File: src/rtl/dfr_pkg.sv
package dfr_pkg;
  localparam int unsigned MAX_CODE = 8;
  localparam int unsigned LEN_W    = MAX_CODE + 1;
  localparam int unsigned CODE_W   = 4;

  typedef enum logic [1:0] {
    ST_IDLE = 2'd0,
    ST_REQ  = 2'd1,
    ST_GAP  = 2'd2
  } req_state_e;
endpackage

File: src/rtl/dfr_burst_cfg.sv
module dfr_burst_cfg
  import dfr_pkg::*;
(
  input  logic [CODE_W-1:0] code_i,
  output logic [LEN_W-1:0]  len_o
);
  logic [CODE_W-1:0] code_c;

  always_comb begin
    code_c = (code_i > CODE_W'(MAX_CODE)) ? CODE_W'(MAX_CODE) : code_i;
    len_o  = LEN_W'(1) << code_c;
  end
endmodule

File: src/rtl/dfr_item_cnt.sv
module dfr_item_cnt
  import dfr_pkg::*;
#(
  parameter int unsigned CNT_W = 16
) (
  input  logic             clk_i,
  input  logic             rst_ni,
  input  logic             load_i,
  input  logic [CNT_W-1:0] items_i,
  input  logic [LEN_W-1:0] len_i,
  input  logic             take_i,
  output logic             burst_o,
  output logic             last_o
);
  logic [CNT_W-1:0] remain_q;
  logic [CNT_W-1:0] len_q;
  logic [CNT_W-1:0] step;

  always_comb begin
    burst_o = remain_q >= len_q;
    step    = burst_o ? len_q : CNT_W'(1);
    last_o  = remain_q == step;
  end

  always_ff @(posedge clk_i or negedge rst_ni) begin
    if (!rst_ni) begin
      remain_q <= '0;
      len_q    <= CNT_W'(1);
    end else if (load_i) begin
      remain_q <= items_i;
      len_q    <= CNT_W'(len_i);
    end else if (take_i) begin
      remain_q <= remain_q - step;
    end
  end
endmodule

File: src/rtl/dfr_req_fsm.sv
module dfr_req_fsm
  import dfr_pkg::*;
(
  input  logic clk_i,
  input  logic rst_ni,
  input  logic start_ok_i,
  input  logic ack_i,
  input  logic last_i,
  output logic load_o,
  output logic take_o,
  output logic req_o,
  output logic busy_o,
  output logic done_o
);
  req_state_e state_q, state_d;
  logic       done_q;

  always_comb begin
    state_d = state_q;
    unique case (state_q)
      ST_IDLE: if (start_ok_i) state_d = ST_REQ;
      ST_REQ:  if (ack_i) state_d = last_i ? ST_IDLE : ST_GAP;
      ST_GAP:  state_d = ST_REQ;
      default: state_d = ST_IDLE;
    endcase
  end

  assign load_o = (state_q == ST_IDLE) && start_ok_i;
  assign req_o  = state_q == ST_REQ;
  assign take_o = req_o && ack_i;
  assign busy_o = state_q != ST_IDLE;
  assign done_o = done_q;

  always_ff @(posedge clk_i or negedge rst_ni) begin
    if (!rst_ni) begin
      state_q <= ST_IDLE;
      done_q  <= 1'b0;
    end else begin
      state_q <= state_d;
      done_q  <= take_o && last_i;
    end
  end
endmodule

File: src/rtl/dma_flow_req.sv
module dma_flow_req
  import dfr_pkg::*;
#(
  parameter int unsigned CNT_W = 16
) (
  input  logic              clk_i,
  input  logic              rst_ni,
  input  logic              start_i,
  input  logic [CNT_W-1:0]  blk_items_i,
  input  logic [CODE_W-1:0] burst_code_i,
  input  logic              ack_i,
  output logic              req_o,
  output logic              single_o,
  output logic              last_o,
  output logic              busy_o,
  output logic              done_o
);
  logic [LEN_W-1:0] len;
  logic             load, take, burst, cnt_last, start_ok, req;

  assign start_ok = start_i && (blk_items_i != '0);

  dfr_burst_cfg u_cfg (
    .code_i (burst_code_i),
    .len_o  (len)
  );

  dfr_item_cnt #(.CNT_W(CNT_W)) u_cnt (
    .clk_i   (clk_i),
    .rst_ni  (rst_ni),
    .load_i  (load),
    .items_i (blk_items_i),
    .len_i   (len),
    .take_i  (take),
    .burst_o (burst),
    .last_o  (cnt_last)
  );

  dfr_req_fsm u_fsm (
    .clk_i      (clk_i),
    .rst_ni     (rst_ni),
    .start_ok_i (start_ok),
    .ack_i      (ack_i),
    .last_i     (cnt_last),
    .load_o     (load),
    .take_o     (take),
    .req_o      (req),
    .busy_o     (busy_o),
    .done_o     (done_o)
  );

  assign req_o    = req;
  assign single_o = req && !burst;
  assign last_o   = req && cnt_last;
endmodule

File: config.mk
export PLATFORM = sky130hd
export DESIGN_NAME = dma_flow_req
export DESIGN_NICKNAME = d
export VERILOG_FILES = /design/src/rtl/dfr_pkg.sv /design/src/rtl/dfr_burst_cfg.sv /design/src/rtl/dfr_item_cnt.sv /design/src/rtl/dfr_req_fsm.sv /design/src/rtl/dma_flow_req.sv
export SDC_FILE = /design/constraint.sdc
export NUM_CORES = 1
export LEC_CHECK = 0
export BUFFER_PORTS_ARGS = -buffer_cell sky130_fd_sc_hd__buf_2
export CAP_MARGIN = 20
export CORE_MARGIN = 2
export CORE_UTILIZATION = 45
export CTS_CLUSTER_DIAMETER = 40
export DETAILED_ROUTE_END_ITERATION = 6
export GPL_TIMING_DRIVEN = 1
export PLACE_DENSITY_LB_ADDON = 0.3
export SYNTH_ARGS = -nofsm -noshare
export SYNTH_HDL_FRONTEND = slang
export SYNTH_SLANG_ARGS = --single-unit
File: constraint.sdc
create_clock -name clk_i -period 4.2 [get_ports clk_i]
set_clock_uncertainty 0.15 [all_clocks]
set_input_delay 0.21 -clock clk_i [delete_from_list [all_inputs] [get_ports clk_i]]
set_output_delay 0.21 -clock clk_i [all_outputs]
set_load 0.01 [all_outputs]
==> results_dict.tcl, run 1 <==
set metrics [dict create \
    grt_max_degree 29 \
    n_antenna_cell 0 \
    die_area_sq_um 4900 \
    p_sw_share_pct 44.8 \
    p_int_mw 1.02 \
    maxSlewViolCount 0 \
    switchingPower_uw 826 \
    initial_utilization_pct 47.9 \
    grt-ovfl-total 0 \
    endpoint_kind "flip-flop" \
    pwr-share-comb_pct 62.8 \
    synthToLayoutAreaGrowth_pct 19.9 \
    port_buffers 28 \
    fmax_mhz 243 \
    yosys_register_bits 28 \
    slew_headroom_pct 33.1 \
    cp_common_cell "or3_4" \
    wl_per_cell_um 17.2 \
    status "completed" \
    synth_area_leaders "dfrtp_1 34%, ha_1 11%, o21ai_0 4.6%" \
    yosys.area.top_type "dfrtp_1" \
    fin_nets 301 \
    critPathMaxFanout 6 \
    die_y_um 70.0 \
    clock_path_buffers 2 \
    async_flop_share_pct 100 \
    ir_worst_vdd_uv 398 \
    vias 1846 \
    seq_power_share_pct 25.6 \
    synth_cells 221 \
    die_w_um 70.0 \
    multiInputGateArea_sq_um 1220 \
    synth_common_cells "27 x dfrtp_1, 18 x ha_1, 18 x o21ai_0, 17 x nand2_1, 17 x nor2_1" \
    hold_viol_final 0 \
    avgSynthCellArea_sq_um 8.87 \
    tns_ns 0 \
    root_buffer "clkbuf_8" \
    setup_viol 0 \
    clock-sinks 28 \
    dpl_cell_area_sq_um 2170 \
    row_count 23 \
    grt_pass1_vias 1711 \
    p_leak_nw 1.02 \
    viasPerCell 6.01 \
    clock_latency_ns 0.28 \
    cap_viol_max_count 0 \
    gp_congestion 0.910 \
    cts_tree "done" \
    syn_nets 264 \
    seq_area_frac_synth_pct 35.8 \
    clk_pin_slew_ns 0.10 \
    hold_class "input port to flip-flop" \
    critPathRequiredTime_ns 4.21 \
    place_hpwl_um 3880 \
    n_fill_cell 375 \
    crit_slowest_cell "or3_4" \
    coreArea_sq_um 4090 \
    period_needed_ns 4.11 \
    drt-total-wl_um 5290 \
    pre_cts_ws_ns 0.0139 \
    clkPwrFrac_pct 11.6 \
    yosys.cell_count.top_type "dfrtp_1" \
    drc_errors 0 \
    yosysWarnings 0 \
    ios 29 \
    arrival_ns 4.13 \
    syn_area_sq_um 1960 \
    post-route-cell-area_sq_um 2350 \
    drt_iter0_drc 129 \
    crit_chain "or3_4 -> or3_4 -> or3_4 -> or3_4 -> nand3b_1 -> ha_1 -> inv_1 -> fa_1 -> a211oi_2 -> nor2_2 -> o31ai_2 -> buf_4 -> a31oi_4 -> a311o_1" \
    synth_ff_type "dfrtp_1" \
    synth_cell_type_count 45 \
    grt_pass1_wl_um 8470 \
    register_area_sq_um 702 \
    synth_top_area_share_pct 34.5 \
    timing.hold.ws_ns 0.00700 \
    post-route-period-util_pct 97.9 \
    antenna_found_initial 0 \
    drive_above_1_share_pct 22.2 \
    drt_first_pass_iters 4 \
    start_kind "flip-flop" \
    synth_enable_flop_cells 0 \
    grt.total_usage_pct 21.7 \
    postRouteAntennaNets 0 \
    ctsHtreeMaxLevel 1 \
    cpPeakStageDelay_ns 0.42 \
    p_per_area_nw_per_um2 786 \
    crit_type "flip-flop to flip-flop" \
    worst_pin_slew_ns 1.00 \
    fin_ws_ns 0.0894 \
    cts_buffers 3 \
]
stage by stage:
stage | util [%] | cells | power (mW)
global placement | 53.1 | 296 | 1.44
detailed placement | 53.1 | 296 | 1.46
floorplan | - | 221 | 1.19
finish | 57.5 | 307 | 1.85
CTS | 55.5 | 302 | 1.70
global route | 57.5 | 307 | 2.00
cell type report:
cell class | instances | share of cell area [%]
Multi-Input combinational cell | 171 | 52.2
Sequential cell | 28 | 29.9
Timing Repair Buffer | 40 | 10.0
Tap cell | 50 | 2.66
Inverter | 14 | 2.24
Clock buffer | 3 | 1.76
Clock inverter | 1 | 1.28
sequential cells by signal, indices dropped and copies added, names as in the netlist:
| register | count |
|---|---|
| u_cnt.remain_q | 16 |
| u_fsm.done_o | 1 |
| u_cnt.len_q | 9 |
| u_fsm.state_q | 2 |
routing by layer:
metal	wire length [um]	global-route usage [%]	vias up
met4	55	5.56	0
met5	0	0	-
li1	-	-	909
met1	2470	32.0	870
met2	2430	32.7	61
met3	327	3.75	6
final timing paths:
check	startpoint	to	slack, ns	depth (start not counted)
setup reg to reg	u_cnt.remain_q[12]$_DFFE_PN0P_	u_cnt.remain_q[10]$_DFFE_PN0P_	0.09	14
min in group asynchronous	rst_ni	u_cnt.remain_q[4]$_DFFE_PN0P_	0.33	2
setup / recovery	u_cnt.remain_q[12]$_DFFE_PN0P_	u_cnt.remain_q[10]$_DFFE_PN0P_	0.09	14
hold / removal	blk_items_i[1]	u_cnt.remain_q[1]$_DFFE_PN0P_	0.007	3
hold reg to reg	u_fsm.state_q[0]$_DFFE_PN0P_	u_fsm.state_q[0]$_DFFE_PN0P_	0.33	1
max in group asynchronous	rst_ni	u_cnt.remain_q[10]$_DFFE_PN0P_	3.16	2
cells by family (layout without fill, tap and decap cells):
logic type	count (synthesis)	count (layout)	share of synthesized area, %
xor gates and xnor gates	4	4	1.79
DFF	28	28	35.8
adders and majority gates	19	19	12.5
buffers and inverters	22	58	4.21
and+or+nand+nor	83	83	22.9
AOI/OAI and AO/OA	65	65	22.8
power groups by stage:
| stage | clock (mW) | sequential (mW) | combinational [mW] |
|---|---|---|---|
| after detailed placement | 0 | 0.471 | 0.991 |
| after CTS | 0.219 | 0.467 | 1.01 |
| final | 0.215 | 0.472 | 1.16 |
| after floorplan | 0 | 0.446 | 0.748 |
| after global routing | 0.230 | 0.485 | 1.28 |
| after global placement | 0 | 0.468 | 0.972 |
worst max-delay path, delay by kind of cell, from the launching register on:
| family | cells | cell delay, ns |
|---|---|---|
| compound gates | 4 | 1.01 |
| fa+ha+maj | 2 | 0.57 |
| buf+inv | 2 | 0.24 |
| simple gates | 6 | 1.65 |
| flops | 1 | 0.39 |
cell usage in the layout, fill, tap and decap left out, drive strengths merged, types with 7 or more instances in the layout:
cell	n
buf	38
dfrtp	27
o21ai	19
ha	18
nand2	17
nor2	17
inv	14
nand3	13
or3	9
a21oi	7
repair_timing:
item / 4_1_cts / 5_1_grt
hold endpoints to repair: 28 / 0
hold buffers: 2 / 0
buffers inserted: 0 / 5
pin swaps: 0 / 8
setup endpoints to repair: 1 / 6
gates resized for setup: 1 / 12
(Power assumes the default switching activity.)
==> inputs of run 2 (changes only) <==
--- a/config.mk
+++ b/config.mk
@@ -15,4 +15,5 @@
 export PLACE_DENSITY_LB_ADDON = 0.3
 export SYNTH_ARGS = -nofsm -noshare
 export SYNTH_HDL_FRONTEND = slang
+export SYNTH_HIERARCHICAL = 1
 export SYNTH_SLANG_ARGS = --single-unit
==> constraint.sdc (replaced) <==
create_clock -name clk_i -period 4.5 [get_ports clk_i]
set_clock_uncertainty 0.15 [all_clocks]
set_input_delay 0.225 -clock clk_i [delete_from_list [all_inputs] [get_ports clk_i]]
set_output_delay 0.225 -clock clk_i [all_outputs]
set_load 0.01 [all_outputs]
==> results_dict.tcl, run 2 <==
set metrics [dict create \
    fmax_mhz 259 \
    pre_cts_ws_ns 0.690 \
    synth_common_cells "27 x dfrtp_1, 22 x o21ai_0, 21 x nand2_1, 18 x ha_1, 17 x inv_1" \
    clock_latency_ns 0.28 \
    synth_area_leaders "dfrtp_1 33%, ha_1 11%, o21ai_0 5.3%" \
    fin_util_pct 52.9 \
    clk_pin_slew_ns 0.10 \
    hold_class "input port to flip-flop" \
    top_register "u_cnt/remain_q" \
    grt_pass1_vias 1783 \
    viasPerCell 5.66 \
    avgSynthCellArea_sq_um 9.19 \
    gp_congestion 0.816 \
    maxUsedRoutingLayer "met4" \
    rrSetupSlack_ns 0.65 \
    period_needed_ns 3.85 \
    grt.total_usage_pct 20.0 \
    dpl_cell_area_sq_um 2250 \
    die_y_um 71.9 \
    r2r_end "u_cnt/remain_q[10]$_DFFE_PN0P_" \
    reg2reg_depth 16 \
    rsz0062_at_grt "no" \
    fin_ws_ns 0.645 \
    root_buffer "clkbuf_8" \
    endpoint_kind "flip-flop" \
    crit_type "flip-flop to flip-flop" \
    syn_area_sq_um 2080 \
    critPathRequiredTime_ns 4.52 \
    cap_viol_max_count 0 \
    tns_ns 0 \
    yosys.cell_count.top_type "dfrtp_1" \
    endpoint "u_cnt/remain_q[10]$_DFFE_PN0P_" \
    die_area_sq_um 5170 \
    status "completed" \
    syn_nets 269 \
    cts_buffers 3 \
    synthToLayoutAreaGrowth_pct 12.5 \
    synth_cell_type_count 49 \
    post-route-period-util_pct 85.7 \
    grt-ovfl-total 0 \
    yosys.area.top_type "dfrtp_1" \
    port_buffers 28 \
    drive_above_1_share_pct 21.0 \
    wl_met2_um 2440 \
    slew_headroom_pct 57.4 \
    initial_utilization_pct 47.1 \
    drc_errors 0 \
    drt_first_pass_iters 4 \
    cts_setup_buffers 0 \
    arrival_ns 3.88 \
    maxSlewViolCount 0 \
    coreArea_sq_um 4410 \
    p_leak_nw 1.00 \
    setup.worst_path.start "u_cnt/len_q[0]$_DFFE_PN1P_" \
    post-route-cell-area_sq_um 2340 \
    seq_area_frac_synth_pct 33.8 \
    synth_enable_flop_cells 0 \
    row_count 24 \
    p_per_area_nw_per_um2 655 \
    yosysWarnings 6 \
    yosys_register_bits 28 \
    worst_pin_slew_ns 0.638 \
    antenna_found_initial 0 \
    clock_path_buffers 2 \
    synth_top_area_share_pct 32.5 \
    postRouteAntennaNets 0 \
    place_hpwl_um 3680 \
    drt-total-wl_um 4740 \
    reg_top3 "u_cnt/remain_q: 16 flops, u_cnt/len_q: 9 flops, u_fsm/state_q: 2 flops" \
    synth_ff_type "dfrtp_1" \
    crit-reg2reg-launch "u_cnt/len_q[0]$_DFFE_PN1P_" \
    ir_worst_vdd_uv 309 \
    grt_pass1_wl_um 8160 \
    clock-sinks 28 \
    wl_met3_um 158 \
    ios 29 \
    wl_met1_um 2080 \
    start_kind "flip-flop" \
    drt_iter0_drc 88 \
    grt_max_degree 45 \
    n_antenna_cell 0 \
    wl_per_cell_um 15.6 \
    ctsHtreeMaxLevel 1 \
    fin_nets 296 \
    critPathMaxFanout 10 \
    synth_cells 226 \
    vias 1721 \
    die_w_um 71.9 \
    mostFrequentLayoutCells "28 x buf_2, 27 x dfrtp_1, 22 x o21ai_0" \
    largest_reg_flops 16 \
    async_flop_share_pct 100 \
    cts_tree "done" \
    hold_viol_final 0 \
    layout_commonest_cell "buf_2" \
    setup_viol 0 \
]
run 2: cell types whose count changed after synthesis, sizes merged, moves of 6 or more:
cell and delta:
xor2 +6, mux2 +7, or4 -6, nor2 -10
or3 -8
run 2: what timing repair did:
action / 4_1_cts / 5_1_grt
endpoints found under the hold margin: 27 / 0
hold buffers: 1 / 0
resized for setup: 0 / 0
run 2: final cells by class:
type / instances / area, sq um
flip-flops and latches: 28 / 702
inverters: 17 / 63.8
repair buffers: 30 / 158
multi-input cells: 173 / 1280
clock buffers: 3 / 41.3
clock inverters: 1 / 30.0
fillers: 394 / 2080
well taps: 52 / 65.1
run 2: kinds of logic (layout without fill, tap and decap cells):
group                    after synthesis  count (layout)  share of synthesized area (%)
AND/OR/NAND/NOR                       76              76                           21.1
AO/OA/AOI/OAI                         56              56                           18.2
flip-flops                            28              28                           33.8
buffers and inverters                 25              51                           4.88
adder cells (fa/ha/maj)               19              19                           11.8
XOR/XNOR                              13              13                           5.48
multiplexers                           9               9                           4.76
run 2: through the flow:
step / hold WS (ns) / instances / power (mW)
2_1_floorplan: -0.221 / 226 / 1.13
3_3_place_gp: 0.138 / 299 / 1.30
3_5_place_dp: 0.138 / 299 / 1.33
4_1_cts: 0.0195 / 304 / 1.54
5_1_grt: 0.0249 / 304 / 1.68
6_report: 0.0267 / 304 / 1.53
run 2: critical path: stages, from the launching register on:
cell,delay [ns]
dfstp_2,0.55
ha_1,0.22
nand2b_1,0.14
a21o_1,0.17
a21o_1,0.16
a21oi_1,0.17
o21ai_2,0.16
nand3b_1,0.12
ha_1,0.17
inv_1,0.05
fa_1,0.39
a21oi_1,0.27
o211ai_2,0.13
a211oi_2,0.32
o211ai_1,0.18
xnor2_1,0.15
mux2_2,0.25
run 2: metal layers:
| layer | GRT usage, % | vias up |
|---|---|---|
| met5 | 0 | - |
| met4 | 6.29 | 0 |
| met3 | 1.94 | 6 |
| met2 | 35.1 | 31 |
| met1 | 26.0 | 824 |
| li1 | - | 860 |
run 2: how the worst min path moves through the flow:
stage	from	end	slack, ns	depth (start not counted)
2_1_floorplan	rst_ni	u_cnt/len_q[1]$_DFFE_PN0P_	-0.22	0
3_3_place_gp	rst_ni	u_fsm/state_q[0]$_DFFE_PN0P_	0.14	1
3_5_place_dp	rst_ni	u_fsm/done_o$_DFF_PN0_	0.14	1
4_1_cts	blk_items_i[4]	u_cnt/remain_q[4]$_DFFE_PN0P_	0.02	3
5_1_grt	blk_items_i[4]	u_cnt/remain_q[4]$_DFFE_PN0P_	0.02	3
6_report	blk_items_i[5]	u_cnt/remain_q[5]$_DFFE_PN0P_	0.03	3
run 2: where the power goes:
part	switching (mW)	leakage, nW	internal (mW)
combinational	0.483	0.619	0.398
clock	0.0812	0.0357	0.119
sequential	0.0952	0.348	0.354
total	0.660	1.00	0.871
